<file path="config.mk">
export PLATFORM = sky130hd
export DESIGN_NAME = wkup_ctrl
export DESIGN_NICKNAME = d
export VERILOG_FILES = /design/src/rtl/wkup_pkg.sv /design/src/rtl/wkup_sync.sv /design/src/rtl/wkup_toggle_det.sv /design/src/rtl/wkup_flag_reg.sv /design/src/rtl/wkup_ctrl.sv
export SDC_FILE = /design/constraint.sdc
export NUM_CORES = 1
export LEC_CHECK = 0
export BUFFER_PORTS_ARGS = -buffer_cell sky130_fd_sc_hd__buf_2
export CAP_MARGIN = 15
export CORE_MARGIN = 1
export CORE_UTILIZATION = 50
export CTS_CLUSTER_SIZE = 20
export DETAILED_ROUTE_END_ITERATION = 16
export PLACE_DENSITY_LB_ADDON = 0.2
export SYNTH_ARGS = -nofsm -noshare
export SYNTH_HDL_FRONTEND = slang
export SYNTH_SLANG_ARGS = --single-unit
</file>
<file path="constraint.sdc">
create_clock -name clk -period 2.7 [get_ports clk]
set_clock_uncertainty 0.15 [all_clocks]
set_input_delay 0.27 -clock clk [delete_from_list [all_inputs] [get_ports clk]]
set_output_delay 0.27 -clock clk [all_outputs]
set_load 0.1 [all_outputs]
</file>
<file path="src/rtl/wkup_pkg.sv">
package wkup_pkg;
    localparam int DATA_W = 32;
    localparam int ADDR_W = 8;

    localparam logic [ADDR_W-1:0] ADDR_A_ST  = 8'h04;
    localparam logic [ADDR_W-1:0] ADDR_A_EN  = 8'h08;
    localparam logic [ADDR_W-1:0] ADDR_B_ST  = 8'h0C;
    localparam logic [ADDR_W-1:0] ADDR_B_EN  = 8'h10;
    localparam logic [ADDR_W-1:0] ADDR_PER   = 8'h30;

    localparam int PER_BBK_BIT  = 16;
    localparam int PER_XRST_BIT = 17;
    localparam int PER_DMA_BIT  = 18;
    localparam int PER_W        = 3;

    typedef enum logic [2:0] {
        SEL_NONE,
        SEL_A_ST,
        SEL_A_EN,
        SEL_B_ST,
        SEL_B_EN,
        SEL_PER
    } reg_sel_e;

    typedef struct packed {
        logic dma;
        logic xrst;
        logic bbk;
    } per_evt_t;

    function automatic reg_sel_e decode_addr(input logic [ADDR_W-1:0] a);
        case (a)
            ADDR_A_ST: return SEL_A_ST;
            ADDR_A_EN: return SEL_A_EN;
            ADDR_B_ST: return SEL_B_ST;
            ADDR_B_EN: return SEL_B_EN;
            ADDR_PER:  return SEL_PER;
            default:   return SEL_NONE;
        endcase
    endfunction

    function automatic per_evt_t per_from_word(input logic [DATA_W-1:0] w);
        per_evt_t p;
        p.bbk  = w[PER_BBK_BIT];
        p.xrst = w[PER_XRST_BIT];
        p.dma  = w[PER_DMA_BIT];
        return p;
    endfunction

    function automatic logic [DATA_W-1:0] per_to_word(input per_evt_t p);
        logic [DATA_W-1:0] w;
        w = '0;
        w[PER_BBK_BIT]  = p.bbk;
        w[PER_XRST_BIT] = p.xrst;
        w[PER_DMA_BIT]  = p.dma;
        return w;
    endfunction
endpackage

</file>
<file path="src/rtl/wkup_sync.sv">
module wkup_sync #(
    parameter int W      = 1,
    parameter int STAGES = 2
) (
    input  logic         clk,
    input  logic         rst,
    input  logic [W-1:0] d,
    output logic [W-1:0] q
);
    logic [W-1:0] stg [STAGES];

    always_ff @(posedge clk) begin
        if (rst) begin
            for (int i = 0; i < STAGES; i++) stg[i] <= '0;
        end else begin
            stg[0] <= d;
            for (int i = 1; i < STAGES; i++) stg[i] <= stg[i-1];
        end
    end

    assign q = stg[STAGES-1];
endmodule

</file>
<file path="src/rtl/wkup_toggle_det.sv">
module wkup_toggle_det #(
    parameter int W = 1
) (
    input  logic         clk,
    input  logic         rst,
    input  logic [W-1:0] lvl,
    output logic [W-1:0] tog
);
    logic [W-1:0] prev;

    always_ff @(posedge clk) begin
        if (rst) prev <= '0;
        else     prev <= lvl;
    end

    assign tog = lvl ^ prev;
endmodule

</file>
<file path="src/rtl/wkup_flag_reg.sv">
module wkup_flag_reg #(
    parameter int W = 1
) (
    input  logic         clk,
    input  logic         rst,
    input  logic [W-1:0] set,
    input  logic [W-1:0] clr,
    output logic [W-1:0] q
);
    always_ff @(posedge clk) begin
        if (rst) q <= '0;
        else     q <= (q & ~clr) | set;
    end

    for (genvar i = 0; i < W; i++) begin : g_chk
        // an event always lands, even against a same-cycle clear
        assert_set_wins_R5: assert property (@(posedge clk) disable iff (rst)
            set[i] |=> q[i]);
        // a flag only falls after a write-1 clear
        assert_fall_needs_clear_R4: assert property (@(posedge clk) disable iff (rst)
            $fell(q[i]) |-> $past(clr[i]));
    end
endmodule

</file>
<file path="src/rtl/wkup_ctrl.sv">
module wkup_ctrl
    import wkup_pkg::*;
#(
    parameter int A_PINS      = 16,
    parameter int B_PINS      = 11,
    parameter int SYNC_STAGES = 2
) (
    input  logic              clk,
    input  logic              rst,
    input  logic [A_PINS-1:0] grp_a_pins,
    input  logic [B_PINS-1:0] grp_b_pins,
    input  logic              gpio_wake_en,
    input  logic              bbk_exit_pulse,
    input  logic              ext_rst_pulse,
    input  logic              dma_irq,
    input  logic [ADDR_W-1:0] reg_addr,
    input  logic [DATA_W-1:0] reg_wdata,
    input  logic              reg_wr,
    input  logic              reg_rd,
    output logic [DATA_W-1:0] reg_rdata,
    output logic              wake_irq
);
    localparam int IN_W = A_PINS + B_PINS + 1;

    logic [IN_W-1:0] raw_in, sync_in, tog_in;
    logic [A_PINS-1:0] a_st, a_en, a_clr;
    logic [B_PINS-1:0] b_st, b_en, b_clr;
    per_evt_t per_st, per_set, per_clr;
    reg_sel_e sel;
    logic [DATA_W-1:0] rd_mux;
    logic pin_cause;

    assign raw_in = {dma_irq, grp_b_pins, grp_a_pins};

    wkup_sync #(.W(IN_W), .STAGES(SYNC_STAGES)) u_sync (
        .clk(clk), .rst(rst), .d(raw_in), .q(sync_in)
    );

    wkup_toggle_det #(.W(IN_W)) u_tog (
        .clk(clk), .rst(rst), .lvl(sync_in), .tog(tog_in)
    );

    assign sel = decode_addr(reg_addr);

    always_comb begin
        a_clr   = '0;
        b_clr   = '0;
        per_clr = '0;
        if (reg_wr) begin
            case (sel)
                SEL_A_ST: a_clr   = reg_wdata[A_PINS-1:0];
                SEL_B_ST: b_clr   = reg_wdata[B_PINS-1:0];
                SEL_PER:  per_clr = per_from_word(reg_wdata);
                default: ;
            endcase
        end
    end

    always_comb begin
        per_set.bbk  = bbk_exit_pulse;
        per_set.xrst = ext_rst_pulse;
        per_set.dma  = tog_in[IN_W-1];
    end

    wkup_flag_reg #(.W(A_PINS)) u_a_flags (
        .clk(clk), .rst(rst), .set(tog_in[A_PINS-1:0]), .clr(a_clr), .q(a_st)
    );

    wkup_flag_reg #(.W(B_PINS)) u_b_flags (
        .clk(clk), .rst(rst), .set(tog_in[A_PINS +: B_PINS]), .clr(b_clr), .q(b_st)
    );

    wkup_flag_reg #(.W(PER_W)) u_per_flags (
        .clk(clk), .rst(rst), .set(per_set), .clr(per_clr), .q(per_st)
    );

    always_ff @(posedge clk) begin
        if (rst) begin
            a_en <= '0;
            b_en <= '0;
        end else if (reg_wr) begin
            if (sel == SEL_A_EN) a_en <= reg_wdata[A_PINS-1:0];
            if (sel == SEL_B_EN) b_en <= reg_wdata[B_PINS-1:0];
        end
    end

    always_comb begin
        rd_mux = '0;
        case (sel)
            SEL_A_ST: rd_mux[A_PINS-1:0] = a_st;
            SEL_A_EN: rd_mux[A_PINS-1:0] = a_en;
            SEL_B_ST: rd_mux[B_PINS-1:0] = b_st;
            SEL_B_EN: rd_mux[B_PINS-1:0] = b_en;
            SEL_PER:  rd_mux = per_to_word(per_st);
            default: ;
        endcase
    end

    always_ff @(posedge clk) begin
        if (rst)         reg_rdata <= '0;
        else if (reg_rd) reg_rdata <= rd_mux;
        else             reg_rdata <= '0;
    end

    assign pin_cause = gpio_wake_en & ((|(a_st & a_en)) | (|(b_st & b_en)));

    always_ff @(posedge clk) begin
        if (rst) wake_irq <= 1'b0;
        else     wake_irq <= pin_cause | (|per_st);
    end

    // no cause means no interrupt on the next cycle
    assert_irq_quiet_R7: assert property (@(posedge clk) disable iff (rst)
        (!gpio_wake_en && per_st == '0) |=> !wake_irq);
    // battery-backup exit always raises its flag
    assert_bbk_flag_R8: assert property (@(posedge clk) disable iff (rst)
        bbk_exit_pulse |=> per_st.bbk);
    // bus data is zero outside read cycles
    assert_rdata_idle_R9: assert property (@(posedge clk) disable iff (rst)
        !reg_rd |=> reg_rdata == '0);
    // group-B upper bits never appear
    assert_b_upper_zero_R3: assert property (@(posedge clk) disable iff (rst)
        (reg_rd && (reg_addr == ADDR_B_ST || reg_addr == ADDR_B_EN))
        |=> reg_rdata[DATA_W-1:B_PINS] == '0);
endmodule

</file>
Word level (Yosys, flattened, before mapping)
Memory sizes are Yosys's and may differ from the RTL's.
Index checks and enable logic that the tools add are counted.
- equality and inequality tests: 10
- muxes and demuxes: 14
- bitwise operators: 19
- reduce and logical (&&, ||, !) cells: 7
- operator list (cell ; number):
    $mux 28 ; 2
    $pmux 11 s4 ; 1
    $and 16x16->16 ; 2
    $mux 16 ; 2
    $xor 28x28->28 ; 1
    $and 11x11->11 ; 2
    $mux 11 ; 2
    $eq 8x4->1 const B ; 2
    $not 16->16 ; 1
    $or 16x16->16 ; 1
    $reduce_or 16->1 ; 1
    $pmux 3 s5 ; 1
    $not 11->11 ; 1
    $or 11x11->11 ; 1
    $reduce_or 11->1 ; 1
    $pmux 5 s2 ; 1
    $eq 8x3->1 const B ; 1
    $eq 8x5->1 const B ; 1
    $eq 8x6->1 const B ; 1
    $eq 3x2->1 const B ; 2
    $eq 3x3->1 const B ; 2
    $mux 3 ; 2
    $reduce_or 3->1 ; 2
    $or 1x1->1 ; 4
    9 further kinds ; 13
- register bits after elaboration: 118
- memory bits (writable): 56
- input bits: 75
- output and inout port bits: 33
- logic and storage cells: 60
- memories kept: 1
- memories (name ; words ; bits a word ; read ports ; clocked after memory_dff ; wr ports ; line ; text):
    u_sync.stg ; 2 ; 28 ; 2 ; 0 ; 2 ; wkup_sync.sv:10 ; logic [W-1:0] stg [STAGES];

Logic depth before layout (Yosys ltp)
Gate-level depths: netlist of the first run.
- depth after elaboration: 8
- depth in mapped cells: 8
- mapped depth without buffers: 4

Cells and area by module
From an unflattened synthesis of the first run, not the netlist that was laid out.
- cells, all modules: 632
- area total of the unflattened synthesis: 6432.4 µm²
- modules (own cells, without submodules) (module ; times used ; cells each ; area an instance (µm²) ; sequential area each (µm²)):
    wkup_ctrl ; 1 ; 277 ; 2419.8 ; 940.9
    wkup_sync ; 1 ; 146 ; 1820.5 ; 1121.1
    wkup_toggle_det ; 1 ; 86 ; 1023.5 ; 560.5
    wkup_flag_reg (u_a_flags) ; 1 ; 66 ; 629.4 ; 320.3
    wkup_flag_reg (u_b_flags) ; 1 ; 45 ; 434.2 ; 220.2
    wkup_flag_reg (u_per_flags) ; 1 ; 12 ; 105.1 ; 60.1

Worst setup path before layout of the first run
No wires, ideal clock.
- kind: input to register
- from: in reg_addr[3]
- to: reg reg_rdata[10]
- library setup time: 117 ps
- data arrival time: 1288 ps
- required time: 2433 ps
- path slack: 1146 ps
- stages: 6
- path buffers: 2
- cell sequence: buf_6 > buf_2 > mux2_2 > a22o_2 > a22oi_1 > nor2_1
- cells in the longest elaborated chain, start to end: 4
- elaborated cells on any way between the ends: 11
- those cells by class: 9 x eq/ne; 2 x mux
- RTL lines (element ; line ; text):
    start, declared ; wkup_ctrl.sv:16 ; input logic [ADDR_W-1:0] reg_addr,
    $eq 8x6->1 (tied with other cells) ; wkup_pkg.sv:32 ; case (a)
    $pmux 3 s5 (*) ; wkup_pkg.sv:32 ;
    $eq 3x3->1 (tied with other cells) ; wkup_ctrl.sv:89 ; case (sel)
    $pmux 11 s4 (*) ; wkup_ctrl.sv:89 ;
    end signal, assigned ; wkup_ctrl.sv:101 ; else if (reg_rd) reg_rdata <= rd_mux;
    end, declared ; wkup_ctrl.sv:20 ; output logic [DATA_W-1:0] reg_rdata,
Mark *: on every way between the ends. The rest lies on a longest branch, timed or not.
A chain may end at the register's enable or synchronous reset.

Worst setup path after layout of the first run
- from: in reg_addr[3]
- to: reg a_en[15]
- cells in the longest elaborated chain, start to end: 4
- elaborated cells on any way between the ends: 8
- those cells by class: 6 x eq/ne; 1 x mux; 1 x reduce/logical
- RTL lines (element ; line ; text):
    $eq 8x6->1 (tied with other cells) ; wkup_pkg.sv:32 ;
    $pmux 3 s5 (*) ; wkup_pkg.sv:32 ;
    $eq 3x2->1 (*) ; wkup_ctrl.sv:82 ; if (sel == SEL_A_EN) a_en <= reg_wdata[A_PINS-1:0];
    $reduce_and 2->1 (no line) (*) ; -- ;
    end signal, assigned ; wkup_ctrl.sv:82 ;
    end, declared ; wkup_ctrl.sv:26 ; logic [A_PINS-1:0] a_st, a_en, a_clr;
Marks and branches as above.

==> impl_metrics.csv, run 1 <==
group,metric,value,unit
finish,layout_common_cells,"161 x dfxtp_1, 87 x nor2b_1, 80 x buf_2",
min_path,hp-class,"in -> reg",
place,postPlaceCellArea,6279,um2
clock_network,cts_sinks,161,
die,row_count,39,
yosys,ys.warnings.count,0,
die,core_area,11420,um2
sta,drv_slew,0,
grt,antenna_found_initial,0,
grt,grt_pass1_wl,19.49,mm
finish,final_area,7341,um2
grt,grt_remaining_overflow,0,
sta,setup_viol,0,
pwr,vdd_drop_max,435.5,uV
worst_setup_path,crit_required,2.90,ns
clock_network,clk_path_buf_depth,2,
die,io_pins,108,
worst_setup_path,worstPathMaxFanout,19,
yosys,synth_edf_count,0,
finish,num-fill-cells,967,
clock_network,cts_buffers,17,
sta,timing.setup.tns,0,ns
sta,finalHoldViolCount,0,
finish,area_growth,25.69,%
finish,layout-drive-gt1-share,19.89,%
yosys,netlist_area,5841,um2
place,io_buffers,81,
yosys,synth_top_area_share,55.18,%
die,dieArea,12120,um2
clock_network,htreeDepth,4,
sta,fin_crit,1.641,ns
yosys,synth-seq-area-share,55.18,%
grt,grt_pass1_vias,4148,
yosys,yosys.area.top_type,"dfxtp_1",
pwr,p_leak,2.918,nW
clock_network,cts_root_buf,"clkbuf_16",
pwr,p_total,5.285,mW
clock_network,cts.reportedPaths.clkPinSlew,0.06,ns
detailed_routing,drt_wl_total,11.88,mm
sta,slew_headroom,53.23,%
die,start_util,51.15,%
detailed_routing,wl_per_cell,13.78,um
finish,antennaDiodeCount,0,
finish,ff_latch_area,3223,um2
sta,rsz0062_at_grt,"false",
yosys,synthArstFlopShare,0,%
yosys,syn_avg_cell_area,9.950,um2
grt,grt_max_degree,143,
worst_setup_path,worstPathArrival,1.84,ns
detailed_routing,vias_per_cell,5.101,
detailed_routing,vias,4397,
detailed_routing,first_iter_violations,238,
clock_network,cts_resized,0,
run,maxCapViolCount,0,
detailed_routing,drt-pass1-iter-count,5,
yosys,ys_seq_elements,161,
grt,grt.total_usage,21.31,%
detailed_routing,drc,0,
sta,finalCritPeriodShare,60.79,%
place,gp_congestion,0.8066,
die,die_w,110.1,um
place,hpwl,7.889,mm
worst_setup_path,crit_path_start_kind,"primary input",
yosys,synth_cell_types,36,
detailed_routing,postRouteAntennaNets,0,
pwr,power.density,719.9,nW/um2
outcome,outcome,"complete, no violations",
yosys,syn_inst,587,
sta,fmax,0.6093,GHz
finish,final_common_cell,"dfxtp_1",
finish,multiInputGateArea,2355,um2
worst_setup_path,critPathKind,"in -> reg",
clock_network,clock_latency,0.42,ns
sta,tightest_slew,0.6998,ns
worst_setup_path,cp-end-kind,"flop",
worst_setup_path,rrSetupSlack,1.33,ns
clock_network,tritoncts,"done",
die,die_y,110.1,um
finish,nets,781,
yosys,yosys-top-cells-area,"dfxtp_1 55%, nor2b_1 9.3%, xnor2_1 4.2%, a21oi_1 3.9%, a22oi_1 3.5%",
yosys,synth_flop_cell,"dfxtp_1",
==> synthesized netlist by cell type (2+ instances only) <==
cell type and number:
mux2i_1 11, buf_6 2, a22o_1 10, a21oi_1 46, inv_1 3, mux2_2 11, nor2_1 32, a22oi_1 27
o21ai_0 30, nor3b_2 2, nand3_1 19, nand2_1 37, nor2b_1 87, clkbuf_1 25, nand4_1 14, and3_1 4
xnor2_1 28, buf_4 16, dfxtp_1 161, buf_2 6
==> state kept, by name, summed over array words and instances, names as in the netlist <==
signal	count
a_en	16
u_sync.stg	56
u_a_flags.q	16
b_en	11
wake_irq	1
u_tog.prev	28
u_b_flags.q	11
reg_rdata	19
u_per_flags.q	3
==> worst max-delay path: stages <==
cell     delay [ns]
buf_2          0.35
nor2b_1        0.24
and4_1         0.68
nand2_1        0.13
a21oi_1        0.14
==> metal layers <==
layer / track usage [%] / part of all wire (%) / routed length (um)
met1: 27.37 / 44 / 5242
met4: 10.29 / 2.2 / 260
met3: 4.879 / 6.1 / 728
met2: 33.79 / 48 / 5647
met5: 0 / 0 / 0
==> final timing paths <==
| kind | start | end | cells after the start |
|---|---|---|---|
| worst max-delay path | reg_addr[3] | a_en[15]$_SDFFE_PP0P_ | 5 |
| worst min-delay path | reg_wdata[18] | u_per_flags.q[2]$_SDFF_PP0_ | 4 |
| worst max register to register | u_b_flags.q[5]$_SDFF_PP0_ | wake_irq$_SDFF_PP0_ | 4 |
| worst min register to register | u_sync.stg[0][22]$_SDFF_PP0_ | u_sync.stg[0][50]$_SDFF_PP0_ | 1 |
==> area by class of cell <==
type	instances	area share [%]
clock buffers	19	6.034
clock inverters	13	2.028
inverters	3	0.1534
multi-input cells	383	32.08
flip-flops and latches	161	43.91
well taps	143	2.437
repair buffers	140	13.36
==> repair_timing <==
item                      in CTS  in global routing
hold buffers                  47                  0
buffers inserted               0                  0
hold endpoints to repair      50                  0
==> through the flow <==
step                worst slack [ns]  hold WS [ns]  instances  util, %
detailed placement            0.6613        0.2712        783    54.99
floorplan                      1.146        0.2482        599        -
CTS                            1.095       0.05627        862    64.29
global placement              0.6978        0.2714        783    54.99
finish                         1.059       0.09335        862    64.29
global route                  0.8553        0.1205        862    64.29
==> power by group <==
part	internal (mW)	switching (mW)	total (mW)
combinational	0.176	0.243	0.419
clock	1.40	0.954	2.36
sequential	2.46	0.0490	2.51
total	4.04	1.25	5.28
==> cell families after synthesis <==
family / synth area share, %
simple gates: 18.96
flops: 55.18
compound gates: 12.32
buf+inv: 5.270
xor+xnor: 4.199
mux: 4.006
other cells: 0.06421
(Power assumes the default switching activity.)
==> inputs of run 2 (changes only) <==
==> constraint.sdc (replaced) <==
create_clock -name clk -period 1.6 [get_ports clk]
set_clock_uncertainty 0.15 [all_clocks]
set_input_delay 0.16 -clock clk [delete_from_list [all_inputs] [get_ports clk]]
set_output_delay 0.16 -clock clk [all_outputs]
set_load 0.1 [all_outputs]
==> impl_metrics.csv, run 2 (synthesis gave the netlist of run 1 again) <==
group,metric,value,unit
place,dp.cells,790,
worst_setup_path,slowest_delay,0.59,ns
finish,reg_top3,"u_sync.stg x56, u_tog.prev x28, reg_rdata x19",
worst_setup_path,r2r-end,"wake_irq$_SDFF_PP0_",
pwr,netSwitchingFraction,24.57,%
grt,grt_max_degree,143,
worst_setup_path,critPathKind,"in -> reg",
clock_network,tritoncts,"done",
finish,layout_common_cells,"161 x dfxtp_1, 87 x nor2b_1, 80 x buf_2",
grt,grt_busiest_layer,"met2",
sta,finalCritPeriodShare,93.74,%
pwr,p_int,6.474,mW
pwr,power_frac_seq,49.4,%
place,gp_congestion,0.8230,
grt,grt_pass1_vias,4181,
clock_network,cts_sinks,161,
finish,final_area,7421,um2
outcome,outcome,"complete, no violations",
run,maxCapViolCount,0,
finish,num-fill-cells,981,
min_path,hp-class,"in -> reg",
detailed_routing,drc,0,
clock_network,cts_buffers,17,
min_path,worstHoldStart,"reg_addr[4]",
worst_setup_path,cp_num_buf_inv,2,
detailed_routing,vias,4395,
pwr,p_total,8.583,mW
worst_setup_path,crit_path_start_kind,"primary input",
sta,slew_headroom,61.33,%
detailed_routing,first_iter_violations,266,
detailed_routing,drt_wl_total,12.48,mm
pwr,vdd_drop_max,783.2,uV
die,row_count,39,
sta,finalHoldViolCount,0,
die,core_area,11420,um2
place,postPlaceCellArea,6369,um2
clock_network,cts.reportedPaths.clkPinSlew,0.06,ns
worst_setup_path,crit_required,1.75,ns
worst_setup_path,cp-end-kind,"flop",
finish,final_common_cell,"dfxtp_1",
finish,layout-drive-gt1-share,20.68,%
worst_setup_path,crit_path_cell_trace,"buf_2, nor3b_4, nand3_1, o21ai_0, a21oi_1, dlygate4sd3_1",
worst_setup_path,worstPathArrival,1.65,ns
finish,largest_reg_flops,56,
detailed_routing,postRouteAntennaNets,0,
finish,largest-register,"u_sync.stg",
detailed_routing,drt-pass1-iter-count,5,
sta,drv_slew,0,
pwr,p_comb_share,8.6,%
worst_setup_path,slowest_stage,"dlygate4sd3_1",
place,hpwl,8.126,mm
sta,rsz0062_at_grt,"false",
grt,grt_remaining_overflow,0,
clock_network,cts_root_buf,"clkbuf_16",
pwr,power.density,1157,nW/um2
pwr,switchingPower,2.109,mW
die,dieArea,12120,um2
detailed_routing,wl_per_cell,14.29,um
detailed_routing,vias_per_cell,5.034,
die,die_y,110.1,um
grt,grtUsageMet3,5.761,%
worst_setup_path,worstPathMaxFanout,9,
clock_network,clock_latency,0.42,ns
worst_setup_path,cp.depth,6,
worst_setup_path,rr_startpoint,"u_b_flags.q[5]$_SDFF_PP0_",
sta,fmax,0.6667,GHz
grt,antenna_found_initial,0,
finish,area_growth,27.06,%
worst_setup_path,endpoint,"u_per_flags.q[1]$_SDFF_PP0_",
sta,fin_crit,1.500,ns
die,io_pins,108,
worst_setup_path,path_delay_family,"buffers and inverters",
worst_setup_path,startpoint,"reg_addr[3]",
grt,met2_usage,34.42,%
pwr,p_leak,2.962,nW
clock_network,clk_path_buf_depth,2,
worst_setup_path,rrSetupSlack,0.21,ns
grt,grt_use_met1,29.19,%
worst_setup_path,rr_worst_depth,4,
finish,final_cell_count_no_fill,873,
sta,timing.setup.tns,0,ns
sta,setup_viol,0,
die,die_w,110.1,um
sta,tightest_slew,0.5801,ns
finish,nets,792,
grt,grt.total_usage,22.54,%
place,io_buffers,81,
grt,grt_pass1_wl,20.24,mm
finish,antennaDiodeCount,0,
clock_network,htreeDepth,4,
pwr,p_clk_share,42.0,%
die,start_util,51.15,%
-- run 2: cell types whose count changed in the layout (fill, tap and decap cells not counted), sizes merged --
cell and delta:
buf +8, bufinv -2, clkinv +3, dlygate4sd3 +3
inv -1, clkinvlp +1, clkbuf -1
-- run 2: worst min path at each step --
stage	end	slack [ns]	cells past startpoint
after floorplan	u_sync.stg[0][0]$_SDFF_PP0_	0.14	1
after global placement	u_sync.stg[0][13]$_SDFF_PP0_	0.22	2
after detailed placement	u_sync.stg[0][12]$_SDFF_PP0_	0.22	2
after CTS	reg_rdata[12]$_SDFF_PP0_	0.08	4
after global routing	reg_rdata[11]$_SDFF_PP0_	0.11	4
final	reg_rdata[12]$_SDFF_PP0_	0.10	4
-- run 2: cell type report --
type	instances	area, um2	area share [%]
flip-flops and latches	161	3223	43.43
repair buffers	151	1109	14.94
multi-input cells	383	2361	31.82
inverters	3	11.26	0.1517
clock inverters	14	108.9	1.467
clock buffers	18	429.2	5.783
well taps	143	178.9	2.411
-- run 2: through the flow --
step / worst slack [ns] / hold WS, ns / util, %
floorplan: 0.1556 / 0.1382 / -
global placement: -0.003235 / 0.2197 / 55.77
detailed placement: -0.04677 / 0.2237 / 55.77
CTS: 0.08214 / 0.08409 / 64.87
global route: 0.05308 / 0.1055 / 64.99
finish: 0.1001 / 0.1036 / 64.99
-- run 2: per-layer routing --
metal  share of wire [%]  wire length [um]
met3                 4.8               599
met1                  46              5743
met4                 2.8               352
met5                   0                 0
met2                  46              5783
-- run 2: power groups by stage --
| stage | sequential [mW] | combinational (mW) | clock, mW |
|---|---|---|---|
| after detailed placement | 4.33 | 0.631 | 0 |
| after floorplan | 4.31 | 0.464 | 0 |
| after global placement | 4.32 | 0.623 | 0 |
| final | 4.24 | 0.736 | 3.61 |
| after global routing | 4.25 | 0.801 | 3.93 |
| after CTS | 4.24 | 0.728 | 3.71 |
-- run 2: timing repair --
| item | 4_1_cts | 5_1_grt |
|---|---|---|
| hold endpoints to repair | 65 | 0 |
| endpoints found under the setup margin | 0 | 2 |
| gates resized for setup | 0 | 1 |
| buffers inserted | 0 | 1 |
| hold buffers | 50 | 0 |
-- run 2: worst register-to-register path, cell delays in order, from the launching register on --
cell and delay (ns):
dfxtp_1 0.34, a222oi_1 0.40, nand3_1 0.15, nor2_1 0.11, a221oi_1 0.09
